$ cat config.mk
export PLATFORM = sky130hd
export DESIGN_NAME = led_lane_driver
export DESIGN_NICKNAME = d
export VERILOG_FILES = /design/src/rtl/led_lane_pkg.sv /design/src/rtl/slot_timer.sv /design/src/rtl/slot_index.sv /design/src/rtl/lane_cell.sv /design/src/rtl/led_lane_driver.sv
export SDC_FILE = /design/constraint.sdc
export NUM_CORES = 1
export LEC_CHECK = 0
export CAP_MARGIN = 20
export CELL_PAD_IN_SITES_DETAIL_PLACEMENT = 1
export CELL_PAD_IN_SITES_GLOBAL_PLACEMENT = 2
export CORE_ASPECT_RATIO = 0.6
export CORE_MARGIN = 3
export CORE_UTILIZATION = 35
export CTS_CLUSTER_DIAMETER = 100
export DETAILED_ROUTE_END_ITERATION = 16
export PLACE_DENSITY_LB_ADDON = 0.1
export SYNTH_ARGS = -nofsm -noshare
export SYNTH_HDL_FRONTEND = slang
export SYNTH_SLANG_ARGS = --single-unit
$ cat constraint.sdc
create_clock -name clk -period 4.3 [get_ports clk]
set_clock_uncertainty 0.2 [all_clocks]
set_input_delay 1.075 -clock clk [delete_from_list [all_inputs] [get_ports clk]]
set_output_delay 1.075 -clock clk [all_outputs]
set_load 0.01 [all_outputs]
$ cat src/rtl/led_lane_pkg.sv
package led_lane_pkg;

    localparam int BITS_PER_LED = 24;

    typedef enum logic [1:0] {
        ST_IDLE  = 2'd0,
        ST_SEND  = 2'd1,
        ST_GUARD = 2'd2
    } drv_state_t;

endpackage

$ cat src/rtl/slot_timer.sv
module slot_timer #(
    parameter int SLOT_CYC = 60,
    parameter int DATA_AT  = 12,
    parameter int LOW_AT   = 31,
    localparam int PHASE_W = $clog2(SLOT_CYC)
) (
    input  logic               clk,
    input  logic               rst_n,
    input  logic               run,
    output logic [PHASE_W-1:0] phase,
    output logic               at_rise,
    output logic               at_capture,
    output logic               at_data,
    output logic               at_fall,
    output logic               at_last
);

    logic wrap;

    assign wrap = (phase == PHASE_W'(SLOT_CYC - 1));

    always_ff @(posedge clk) begin
        if (!rst_n) begin
            phase <= '0;
        end else if (!run || wrap) begin
            phase <= '0;
        end else begin
            phase <= phase + PHASE_W'(1);
        end
    end

    always_comb begin
        at_rise    = run && (phase == '0);
        at_capture = run && (phase == PHASE_W'(1));
        at_data    = run && (phase == PHASE_W'(DATA_AT));
        at_fall    = run && (phase == PHASE_W'(LOW_AT));
        at_last    = run && wrap;
    end

endmodule

$ cat src/rtl/slot_index.sv
module slot_index #(
    parameter int ADDR_W = 11
) (
    input  logic              clk,
    input  logic              rst_n,
    input  logic              clear,
    input  logic              advance,
    input  logic [ADDR_W-1:0] total,
    output logic [ADDR_W-1:0] idx,
    output logic              at_final
);

    always_ff @(posedge clk) begin
        if (!rst_n) begin
            idx <= '0;
        end else if (clear) begin
            idx <= '0;
        end else if (advance) begin
            idx <= idx + ADDR_W'(1);
        end
    end

    assign at_final = (idx == total - ADDR_W'(1));

endmodule

$ cat src/rtl/lane_cell.sv
module lane_cell (
    input  logic clk,
    input  logic rst_n,
    input  logic enable,
    input  logic bit_val,
    input  logic go_high,
    input  logic go_data,
    input  logic go_low,
    output logic pin
);

    always_ff @(posedge clk) begin
        if (!rst_n) begin
            pin <= 1'b0;
        end else if (go_high) begin
            pin <= enable;
        end else if (go_data) begin
            pin <= enable & bit_val;
        end else if (go_low) begin
            pin <= 1'b0;
        end
    end

endmodule

$ cat src/rtl/led_lane_driver.sv
module led_lane_driver
    import led_lane_pkg::*;
#(
    parameter int LANES     = 16,
    parameter int MAX_LEDS  = 60,
    parameter int SLOT_CYC  = 60,
    parameter int DATA_AT   = 12,
    parameter int LOW_AT    = 31,
    parameter int GUARD_CYC = 2640,
    localparam int CNT_W    = $clog2(MAX_LEDS + 1),
    localparam int ADDR_W   = $clog2(MAX_LEDS * BITS_PER_LED + 1),
    localparam int PHASE_W  = $clog2(SLOT_CYC),
    localparam int GUARD_W  = $clog2(GUARD_CYC)
) (
    input  logic              clk,
    input  logic              rst_n,
    input  logic              start,
    input  logic [LANES-1:0]  lane_en,
    input  logic [CNT_W-1:0]  led_count,
    output logic              rd_en,
    output logic [ADDR_W-1:0] rd_addr,
    input  logic [LANES-1:0]  rd_data,
    output logic [LANES-1:0]  lanes_out,
    output logic              busy,
    output logic              done
);

    drv_state_t          state;
    drv_state_t          nxt;
    logic [LANES-1:0]    en_q;
    logic [LANES-1:0]    word_q;
    logic [ADDR_W-1:0]   total_q;
    logic [ADDR_W-1:0]   want_total;
    logic [ADDR_W-1:0]   slot_idx;
    logic [CNT_W-1:0]    cnt_eff;
    logic [GUARD_W-1:0]  guard_cnt;
    logic [PHASE_W-1:0]  phase;
    logic                done_q;
    logic                accept;
    logic                sending;
    logic                guard_end;
    logic                ph_rise, ph_cap, ph_data, ph_fall, ph_last;
    logic                slot_final;

    assign accept    = (state == ST_IDLE) && start;
    assign sending   = (state == ST_SEND);
    assign guard_end = (guard_cnt == GUARD_W'(GUARD_CYC - 1));

    // Count clamp and slot total for the frame being accepted.
    always_comb begin
        cnt_eff    = (led_count > CNT_W'(MAX_LEDS)) ? CNT_W'(MAX_LEDS) : led_count;
        want_total = ADDR_W'(cnt_eff) * ADDR_W'(BITS_PER_LED);
    end

    slot_timer #(
        .SLOT_CYC (SLOT_CYC),
        .DATA_AT  (DATA_AT),
        .LOW_AT   (LOW_AT)
    ) u_timer (
        .clk        (clk),
        .rst_n      (rst_n),
        .run        (sending),
        .phase      (phase),
        .at_rise    (ph_rise),
        .at_capture (ph_cap),
        .at_data    (ph_data),
        .at_fall    (ph_fall),
        .at_last    (ph_last)
    );

    slot_index #(
        .ADDR_W (ADDR_W)
    ) u_index (
        .clk      (clk),
        .rst_n    (rst_n),
        .clear    (accept),
        .advance  (ph_last),
        .total    (total_q),
        .idx      (slot_idx),
        .at_final (slot_final)
    );

    for (genvar i = 0; i < LANES; i++) begin : g_lane
        lane_cell u_cell (
            .clk     (clk),
            .rst_n   (rst_n),
            .enable  (en_q[i]),
            .bit_val (word_q[i]),
            .go_high (ph_rise),
            .go_data (ph_data),
            .go_low  (ph_fall),
            .pin     (lanes_out[i])
        );
    end

    // State register.
    always_ff @(posedge clk) begin
        if (!rst_n) begin
            state <= ST_IDLE;
        end else begin
            state <= nxt;
        end
    end

    // Next-state decision.
    always_comb begin
        nxt = state;
        unique case (state)
            ST_IDLE: begin
                if (start) begin
                    nxt = (cnt_eff == '0) ? ST_GUARD : ST_SEND;
                end
            end
            ST_SEND: begin
                if (ph_last && slot_final) begin
                    nxt = ST_GUARD;
                end
            end
            ST_GUARD: begin
                if (guard_end) begin
                    nxt = ST_IDLE;
                end
            end
            default: nxt = ST_IDLE;
        endcase
    end

    // Outputs and per-state working registers.
    always_ff @(posedge clk) begin
        if (!rst_n) begin
            en_q      <= '0;
            total_q   <= '0;
            word_q    <= '0;
            guard_cnt <= '0;
            done_q    <= 1'b0;
        end else begin
            done_q <= 1'b0;
            unique case (state)
                ST_IDLE: begin
                    guard_cnt <= '0;
                    if (start) begin
                        en_q    <= lane_en;
                        total_q <= want_total;
                    end
                end
                ST_SEND: begin
                    guard_cnt <= '0;
                    if (ph_cap) begin
                        word_q <= rd_data;
                    end
                end
                ST_GUARD: begin
                    guard_cnt <= guard_cnt + GUARD_W'(1);
                    if (guard_end) begin
                        done_q <= 1'b1;
                    end
                end
                default: guard_cnt <= '0;
            endcase
        end
    end

    assign rd_en   = ph_rise;
    assign rd_addr = slot_idx;
    assign busy    = (state != ST_IDLE);
    assign done    = done_q;

endmodule

* Word level (Yosys, flattened, before mapping)
Index checks and enable logic that the tools add are counted.
** Storage, ports and cells
- Input bits :: 41
- Output and inout port bits :: 30
- Flip-flop bits (word level) :: 88
** Cells by class
- Mux-type cells :: 40
- Reductions and logical operators :: 20
- Bitwise operators :: 17
- $mul :: 1
- Add/subtract/negate cells :: 4
- Eq/ne operators :: 11
- Order comparisons :: 1
** Operator list (number)
- 2-to-1 mux 1 bit :: 34
- AND 1 bit :: 16
- adder 12 x 1 -> 12 bit, second input constant :: 1
- equality test 12 bit, second input constant :: 1
- zero test 6 bit :: 2
- adder 11 x 1 -> 11 bit, second input constant :: 1
- equality test 11 bit :: 1
- subtractor 11 x 1 -> 11 bit, second input constant :: 1
- multiplier 6 x 2 -> 8 bit, second input constant :: 1
- 2-to-1 mux 2 bit :: 4
- logical AND 1 bit :: 7
- adder 6 x 1 -> 6 bit, second input constant :: 1
- equality test 6 x 1 -> 1 bit, second input constant :: 1
- equality test 6 x 4 -> 1 bit, second input constant :: 1
- equality test 6 x 5 -> 1 bit, second input constant :: 1
- equality test 6 bit, second input constant :: 1
- > comparator 6 bit, second input constant :: 1
- 2-to-1 mux 6 bit :: 1
- inequality test 2 bit, second input constant :: 3
- one-hot mux 2 bit (3 select lines) :: 1
- AND reduction 2 bit :: 3
- OR reduction 2 bit :: 2
- AND reduction 3 bit :: 1
- nonzero test 3 bit :: 1
- other kinds (7) :: 7

* Logic depth before layout (Yosys ltp)
Gate-level depths: netlist of the first run.
- Depth in word-level cells :: 6
- Depth in mapped cells :: 12

* Hierarchy
A second synthesis of the first run with hierarchy kept.
** Unflattened totals
- Cell total of the unflattened synthesis :: 518
- Area total of the unflattened synthesis :: 4575.6 µm²
** Modules (own cells, without submodules)
- led_lane_driver :: times used 1, seq. area each 1101.1 µm², cells an instance 294, area an instance 2521.2 µm²
- slot_index :: times used 1, seq. area each 220.2 µm², cells an instance 104, area an instance 859.6 µm²
- lane_cell :: times used 16, seq. area each 20.0 µm², cells an instance 5, area an instance 52.6 µm²
- slot_timer :: times used 1, seq. area each 120.1 µm², cells an instance 40, area an instance 354.1 µm²

* Worst setup path after synthesis of the first run
No wires, ideal clock.
- Path kind :: input-to-reg
- From :: input led_count[4]
- To :: register total_q[8]
- Data arrival time :: 2.739 ns
- Stages :: 11
- Path slack :: 1.302 ns
- Path buffers :: 0
- Path through :: ha_1 nand2_1 and2_1 ha_1 inv_1 fa_1 nor2b_1 o21ai_1 nor3b_1 o31ai_1 and2_1
** Between the ends
- Cells in the longest elaborated chain, start to end :: 3
** Ends and longest elaborated chain
- from (decl) :: line led_lane_driver.sv:19 : input logic [CNT_W-1:0] led_count,
- > comparator 6 bit :: line led_lane_driver.sv:51 : cnt_eff = (led_count > CNT_W'(MAX_LEDS)) ? CNT_W'(MAX_LEDS) : led_count;
- 2-to-1 mux 6 bit (*) :: line led_lane_driver.sv:51
- multiplier 6 x 2 -> 8 bit (*) :: line led_lane_driver.sv:52 : want_total = ADDR_W'(cnt_eff) * ADDR_W'(BITS_PER_LED);
- to (signal assigned) :: line led_lane_driver.sv:143 : total_q <= want_total;
- to (decl) :: line led_lane_driver.sv:32 : logic [ADDR_W-1:0] total_q;
Mark *: on every way between the ends. The rest lies on a longest branch, timed or not.
A chain may end at the register's enable or synchronous reset.

* Worst setup path after layout of the first run
- From :: register state[0]
- To :: output rd_en
** Between the ends
- Cells in the longest elaborated chain, start to end :: 2
** Ends and longest elaborated chain
- from (decl) :: line led_lane_driver.sv:28 : drv_state_t state;
- from (signal assigned) :: line led_lane_driver.sv:101 : state <= nxt;
- equality test 2 x 1 -> 1 bit :: line led_lane_driver.sv:46 : assign sending = (state == ST_SEND);
- logical AND 1 bit :: line slot_timer.sv:33 : at_rise = run && (phase == '0);
- to (decl) :: line led_lane_driver.sv:20 : output logic rd_en,
Every way passes these cells.

==> impl_metrics.toml, run 1 <==
[clock_tree]
root_buffer = "clkbuf_16"
postCtsHoldBufs = 0
post-cts-setup-buffers = 0
clock-sinks = 88
clockBufferDepth = 2
cts_tree = "built"
htreeDepth = 3
cts.repair.resized = 0
cts_made_buffers = 9
clkTransAtPathRegs_ns = 0.06
insertion_delay_ns = 0.33

[floorplanning]
coreArea_mm2 = 0.0117
io_pins = 71
die_width_um = 150
die_h_um = 92.5
rows = 30
start_util = 0.373
dieArea_mm2 = 0.0139

[cells_and_area]
area_growth_pct = 23.4
multi_input_area_mm2 = 0.00231
fin_util = 0.460
nets = 595
fillers = 1355
regArea_mm2 = 0.00176
antenna_cells = 0
drive_gt1_frac = 0.0628

[timing]
setup_viol = 0
finalSetupTns_ns = 0
final_max_slew_viol_count = 0
hold_viol = 0
period_minus_slack_ns = 3.38
fin_crit_sh = 0.786
max_freq_mhz = 296
rsz0062_at_grt = "no"
timing.slew.headroom = 0.380
worst_pin_slew_ns = 0.930

[drt]
drcViolationCount = 0
wl_um = 11200
ant_nets = 0
dr.first_iter.drc_count = 120
wl_per_cell_um = 16.0
viasPerCell = 4.94
via_count = 3464
drtPass1Iterations = 4

[worst_setup_path]
reg2reg_to = "state[1]"
r2r_slack_ns = 1.85
worst-r2r-cell-count = 6
critPathRequiredTime_ns = 3.02
crit_type = "reg -> out"
worstSetupStartpointType = "flip-flop"
r2r-start = "u_timer.phase[0]"
cp-end-kind = "primary output"
crit_arrival_ns = 2.10
worst-path-max-fanout = 17

[global_route]
grt_util_all_layers = 0.167
antenna_found_initial = 0
grt_overflow = 0
grt_pass1_vias = 3681
grt_pass1_wl_um = 18600
grt_max_degree = 43

[outcome]
status = "finished, final reports clean"

[placement]
port_buffers = 70
hpwl_um = 8490
routabilityCongestion = 0.756

[synth]
synth_area_leader_cell = "dfxtp_1"
synth_area_mm2 = 0.00436
muxShareOfSynthArea = 0.0367
synth_ff_type = "dfxtp_1"
ys_async_sr_fraction = 0
syn_nets = 544
synth_xor_area_frac = 0.0702
synthSimpleGateAreaFrac = 0.226
avgSynthCellArea_um2 = 9.00
synthAdderAreaFrac = 0.0533
ys_ff_latch = 88
synth_top_family_by_area = "simple AND/OR/NAND/NOR gates"
synth.distinct_cells = 54
ys_seq_area_frac = 0.404
synth_cells = 485
synth_top_area_frac = 0.404
synth_compound_area_frac = 0.143
yosys_warnings = 0
netlist_top_cells_area = "dfxtp_1 40%, nand2_1 5.7%, ha_1 4.9%"
synth_edf_count = 0

[power_and_ir_drop]
ir_drop_uv = 206
power.leakage_nw = 2.04
p_per_area_mw_per_mm2 = 339

[hold_path]
hold_start = "guard_cnt[0]"
hold_end = "guard_cnt[0]"
hold_path_depth = 1
hp-class = "reg -> reg"

[flow_run]
drv_cap = 0
per-stage QoR:
| step | hold WS (ns) | cell area [um2] | worst slack, ns | total power, mW | instances |
|---|---|---|---|---|---|
| floorplan | 0.226 | 4360 | 1.30 | 1.01 | 485 |
| finish | 0.263 | 5390 | 0.920 | 1.82 | 701 |
| global route | 0.295 | 5390 | 0.777 | 1.91 | 701 |
| detailed placement | 0.255 | 5100 | 0.617 | 1.10 | 685 |
| CTS | 0.272 | 5390 | 0.881 | 1.86 | 701 |
| global placement | 0.245 | 5090 | 0.695 | 1.09 | 684 |
kinds of logic after synthesis:
kind of cell,after synthesis
AOI/OAI and AO/OA,81
and+or+nand+nor,191
adders and majority gates,18
xor gates and xnor gates,35
DFF,88
muxes,16
buffers and inverters,56
layer usage:
metal / GRT usage / up-vias / wire length, um / share of wire
met5: 0 / - / 0 / 0
met4: 0.0396 / 0 / 89 / 0.0079
met3: 0.0416 / 8 / 484 / 0.043
met2: 0.265 / 57 / 5050 / 0.45
met1: 0.228 / 1670 / 5580 / 0.50
li1: - / 1729 / - / -
sequential cells by signal, indices dropped and copies added (netlist names):
| register | cells |
|---|---|
| done | 1 |
| en_q | 16 |
| g_lane.u_cell.pin | 16 |
| guard_cnt | 12 |
| state | 2 |
| total_q | 8 |
| u_index.idx | 11 |
| u_timer.phase | 6 |
| word_q | 16 |
critical path: stages (launching register included):
cell,delay (ns)
dfxtp_1,0.41
nand2b_1,0.18
nor3_2,0.18
buf_4,0.26
and2_1,0.19
clkdlybuf4s50_1,0.54
worst max-delay path by stage:
stage | start | endpoint | depth (start not counted)
floorplan | led_count[4] | total_q[8] | 11
global placement | led_count[5] | total_q[8] | 12
detailed placement | led_count[5] | total_q[8] | 12
CTS | u_timer.phase[0] | rd_en | 7
global route | state[0] | rd_en | 5
finish | state[0] | rd_en | 5
layout make-up:
| cell class | instances | share of cell area |
|---|---|---|
| clock inverter | 5 | 0.00767 |
| tap | 160 | 0.0372 |
| clock buffer | 11 | 0.0451 |
| multi-input combinational | 341 | 0.429 |
| timing repair buffer | 76 | 0.140 |
| inverter | 20 | 0.0139 |
| sequential | 88 | 0.327 |
cells in the mapped netlist, types with 12 or more instances:
library cell / count
nand2_1: 66
xor2_1: 14
buf_4: 17
inv_1: 19
a21o_1: 17
nor2_1: 35
xnor2_1: 21
a32oi_1: 16
mux2i_1: 16
nor2b_1: 33
clkbuf_1: 14
dfxtp_1: 88
ha_1: 17
a21boi_0: 12
where the power goes:
part	internal, mW	leakage (nW)	switching [mW]
combinational	0.109	1.20	0.105
sequential	0.839	0.714	0.0227
clock	0.412	0.132	0.336
total	1.36	2.04	0.464
cells in the final DEF (no fill, tap or decap), drive strengths merged, types with 3 or more instances in the layout:
master,n
nand2,66
xor2,14
nand4,7
nor4,3
buf,6
o21ai,8
inv,21
and3,4
a21o,17
xnor2,21
a32oi,16
nor3,8
clkbuf,11
nor2b,33
a21boi,20
dfxtp,88
nand2b,5
clkdlybuf4s50,70
and2,6
nand3,9
a21oi,9
ha,17
mux2i,16
nor2,36
(Power assumes the default switching activity.)
==> run 2, diff against run 1 <==
- CORE_UTILIZATION: 35 -> 29
- clock period: 4.3 -> 2.97 ns (I/O delays scaled with it)
==> run 2 against run 1 <==
Against the previous run:
- first-iteration DRC count rose by 5.0%
- routed wire length rose by 4.6%
- clock-buffer cell count fell by 1
- die area rose by 20%
==> impl_metrics.toml, run 2 (synthesis results as in run 1) <==
[outcome]
status = "finished, final reports clean"

[drt]
wl_um = 11700
dr.first_iter.drc_count = 126
ant_nets = 0
viasPerCell = 4.67
drtPass1Iterations = 4
wl_per_cell_um = 15.5
drcViolationCount = 0
via_count = 3518

[clock_tree]
cts_made_buffers = 9
cts_tree = "built"
clkTransAtPathRegs_ns = 0.07
clockBufferDepth = 2
clock-sinks = 88
root_buffer = "clkbuf_16"
htreeDepth = 3
postCtsHoldBufs = 0
insertion_delay_ns = 0.35

[worst_setup_path]
worstSetupStartpointType = "flip-flop"
slowest_delay_ns = 0.59
crit_arrival_ns = 1.91
crit_path_cell_trace = "nand2b_1 > nor3_2 > and2_1 > clkdlybuf4s50_1"
worst-path-max-fanout = 5
worst-path-buf-inv = 1
cp_top_family = "buffers and inverters"
crit_type = "reg -> out"
cp-end-kind = "primary output"
crit_slowest_cell = "clkdlybuf4s50_1"
critPathRequiredTime_ns = 2.03

[power_and_ir_drop]
power_mw = 2.65
power.leakage_nw = 2.10
ir_drop_uv = 216
p_per_area_mw_per_mm2 = 478

[timing]
max_freq_mhz = 350
final_max_slew_viol_count = 0
fin_crit_sh = 0.961
layout_setup_ws_ns = 0.116
worst_pin_slew_ns = 0.771
setup_viol = 0
timing.slew.headroom = 0.486
rsz0062_at_grt = "no"
hold_viol = 0
period_minus_slack_ns = 2.85

[placement]
hpwl_um = 8970
routabilityCongestion = 0.757
port_buffers = 70
place_ws_ns = -0.332

[cells_and_area]
antenna_cells = 0
final_common_cell = "dfxtp_1"
reg.largest.list = "en_q (16), g_lane.u_cell.pin (16), word_q (16)"
drive_gt1_frac = 0.0989
area_growth_pct = 26.9
layout_common_cells = "88 x dfxtp_1, 70 x clkdlybuf4s50_1, 65 x nand2_1"
nets = 610

[floorplanning]
rows = 34
die_h_um = 101
start_util = 0.299
io_pins = 71
coreArea_mm2 = 0.0146
die_width_um = 164
dieArea_mm2 = 0.0166

[global_route]
grt_util_all_layers = 0.146
grt_overflow = 0
grt_pass1_vias = 3651
antenna_found_initial = 0
grt_max_degree = 25
grt_pass1_wl_um = 19000

[hold_path]
hp-class = "reg -> reg"

[flow_run]
drv_cap = 0
run 2: changes by cell type in the layout (fill, tap and decap cells not counted), sizes merged:
cell / change
clkinvlp: +1
clkbuf: -1
buf: +15
run 2: layout make-up:
cell class	instances	area (um2)
Multi-Input combinational cell	341	2320
Sequential cell	88	1760
Inverter	20	75.1
Clock buffer	10	229
Tap cell	198	248
Clock inverter	6	45.0
Fill cell	1695	9050
Timing Repair Buffer	91	858
run 2: worst paths after layout:
kind | start | to | slack, ns | cells after the start
hold reg to reg | en_q[14] | en_q[14] | 0.27 | 2
setup reg to reg | total_q[3] | state[1] | 0.71 | 7
setup / recovery | state[0] | rd_en | 0.12 | 4
hold / removal | en_q[14] | en_q[14] | 0.27 | 2
run 2: worst register-to-register path, delay by kind of cell, from the launching register on:
kind,cells,cell delay (ns)
compound gates,4,1.05
flops,1,0.46
fa+ha+maj,1,0.25
simple gates,1,0.17
buf+inv,1,0.08
run 2: where the power goes:
group          total [mW]  switching (mW)  internal (mW)
logic               0.330           0.158          0.172
registers            1.25          0.0340           1.21
clock network        1.07           0.497          0.570
total                2.65           0.690           1.96
run 2: metrics by stage:
stage | util | area, um2 | setup TNS, ns | cells | hold WS (ns)
finish | 0.380 | 5540 | 0 | 754 | 0.266
global route | 0.380 | 5540 | 0 | 754 | 0.283
CTS | 0.379 | 5530 | 0 | 754 | 0.272
detailed placement | 0.360 | 5250 | -0.952 | 738 | 0.256
global placement | 0.360 | 5250 | -0.601 | 738 | 0.247
floorplan | - | 4360 | 0 | 485 | 0.226
run 2: layer usage:
layer  routed length, um  track usage  up-vias  part of all wire
met5                   0            0        -                 0
met4                 140       0.0399        0             0.012
met3                 492       0.0357        9             0.042
met2                4980        0.223       55              0.43
met1                6100        0.205     1689              0.52
li1                    -            -     1765                 -
run 2: timing repair:
item,in CTS,in global routing
endpoints found under the setup margin,0,2
buffers inserted,0,0
resized for setup,0,7
==> run 3, diff against run 2 <==
- CORE_ASPECT_RATIO: 0.6 -> 2
==> run 3 against run 2 <==
Against the previous run:
- sequential share of layout area is 0.18 points lower
- largest cell class unchanged
- clock-buffer cell count is 1 lower
- critical path depth stayed put
- worst setup slack better by 0.053 ns
==> impl_metrics.toml, run 3 (synthesis results as in run 1) <==
[cells_and_area]
multi_input_area_mm2 = 0.00233
antenna_cells = 0
reg.largest.list = "en_q (16), g_lane.u_cell.pin (16), word_q (16)"
fin_area_mm2 = 0.00557
fillers = 1743
fin_util = 0.382
final_cells = 748
area_growth_pct = 27.7
layout_common_cells = "88 x dfxtp_1, 69 x clkdlybuf4s50_1, 66 x nand2_1"
regArea_mm2 = 0.00176
nets = 610
drive_gt1_frac = 0.104
final_common_cell = "dfxtp_1"

[floorplanning]
die_h_um = 179
die_width_um = 92.7
rows = 62
io_pins = 71
start_util = 0.299
coreArea_mm2 = 0.0146
dieArea_mm2 = 0.0166

[worst_setup_path]
cp-end-kind = "primary output"
crit_arrival_ns = 1.86
critPathRequiredTime_ns = 2.03
worst-r2r-cell-count = 7
worstSetupStartpointType = "flip-flop"
crit_type = "reg -> out"
r2r_slack_ns = 0.75
worst-path-max-fanout = 4

[timing]
hold_viol = 0
finalSetupTns_ns = 0
final_max_slew_viol_count = 0
rsz0062_at_grt = "no"
timing.slew.headroom = 0.648
setup_viol = 0
worst_pin_slew_ns = 0.528
max_freq_mhz = 357
period_minus_slack_ns = 2.80
fin_crit_sh = 0.943

[clock_tree]
cts_tree = "built"
clockBufferDepth = 2
cts_made_buffers = 9
root_buffer = "clkbuf_16"
insertion_delay_ns = 0.34
clkTransAtPathRegs_ns = 0.07
post-cts-setup-buffers = 0
clock-sinks = 88
htreeDepth = 3

[drt]
wl_per_cell_um = 16.0
ant_nets = 0
viasPerCell = 4.76
dr.first_iter.drc_count = 61
wl_um = 12000
drtPass1Iterations = 4
via_count = 3557
drcViolationCount = 0

[placement]
port_buffers = 70
routabilityCongestion = 0.760
placedCellCount = 732
dpl_cell_area_mm2 = 0.00525
hpwl_um = 9040

[power_and_ir_drop]
pwr-share-comb = 0.124
swShare = 0.271
internal_power_mw = 1.98
power_mw = 2.72
power.leakage_nw = 2.13
p_seq_frac = 0.458
pwr-share-clk = 0.418
ir_drop_uv = 243
power_switching_mw = 0.736
p_per_area_mw_per_mm2 = 488

[outcome]
status = "finished, final reports clean"

[global_route]
antenna_found_initial = 0
grt_pass1_vias = 3763
grt_max_degree = 33
grt_pass1_wl_um = 19900
grt_util_all_layers = 0.150
grt_overflow = 0

[flow_run]
drv_cap = 0

[hold_path]
hp-class = "reg -> reg"
hold_path_depth = 2
-- run 3: power groups by stage --
stage	Sequential, mW	Clock, mW	Combinational (mW)
2_1_floorplan	1.26	0	0.200
3_3_place_gp	1.27	0	0.330
3_5_place_dp	1.28	0	0.339
4_1_cts	1.25	1.18	0.341
5_1_grt	1.25	1.23	0.379
6_report	1.25	1.14	0.337
-- run 3: worst paths after layout --
path                                  to        from
worst max register to register  state[1]  total_q[3]
worst min-delay path            en_q[11]    en_q[11]
worst min register to register  en_q[11]    en_q[11]
worst max-delay path               rd_en    state[1]
-- run 3: final cells by class --
class	count	area share
clock buffer	9	0.0404
sequential	88	0.316
clock inverter	7	0.0135
multi-input combinational	341	0.419
inverter	20	0.0135
timing repair buffer	91	0.155
tap	192	0.0431
-- run 3: worst max-delay path, cell delays in order, from the launching register on --
cell             delay (ns)
dfxtp_1                0.33
nand2b_1               0.23
nor3_2                 0.20
and2_1                 0.15
clkdlybuf4s50_1        0.61
-- run 3: metrics by stage --
stage	setup WS (ns)	hold WS, ns
6_report	0.169	0.260
5_1_grt	0.00942	0.293
4_1_cts	0.0295	0.263
3_5_place_dp	-0.371	0.245
3_3_place_gp	-0.276	0.239
2_1_floorplan	0.304	0.226
-- run 3: repair_timing --
action	4_1_cts	5_1_grt
hold buffers	0	0
setup endpoints to repair	1	2
pin swaps	0	1
gates resized for setup	2	8
-- run 3: layer usage --
| metal | global-route usage | part of all wire | vias to the layer above |
|---|---|---|---|
| met5 | 0 | 0 | - |
| met4 | 0.0405 | 0.011 | 0 |
| met3 | 0.0264 | 0.024 | 7 |
| met2 | 0.289 | 0.57 | 53 |
| met1 | 0.164 | 0.39 | 1732 |
| li1 | - | - | 1765 |
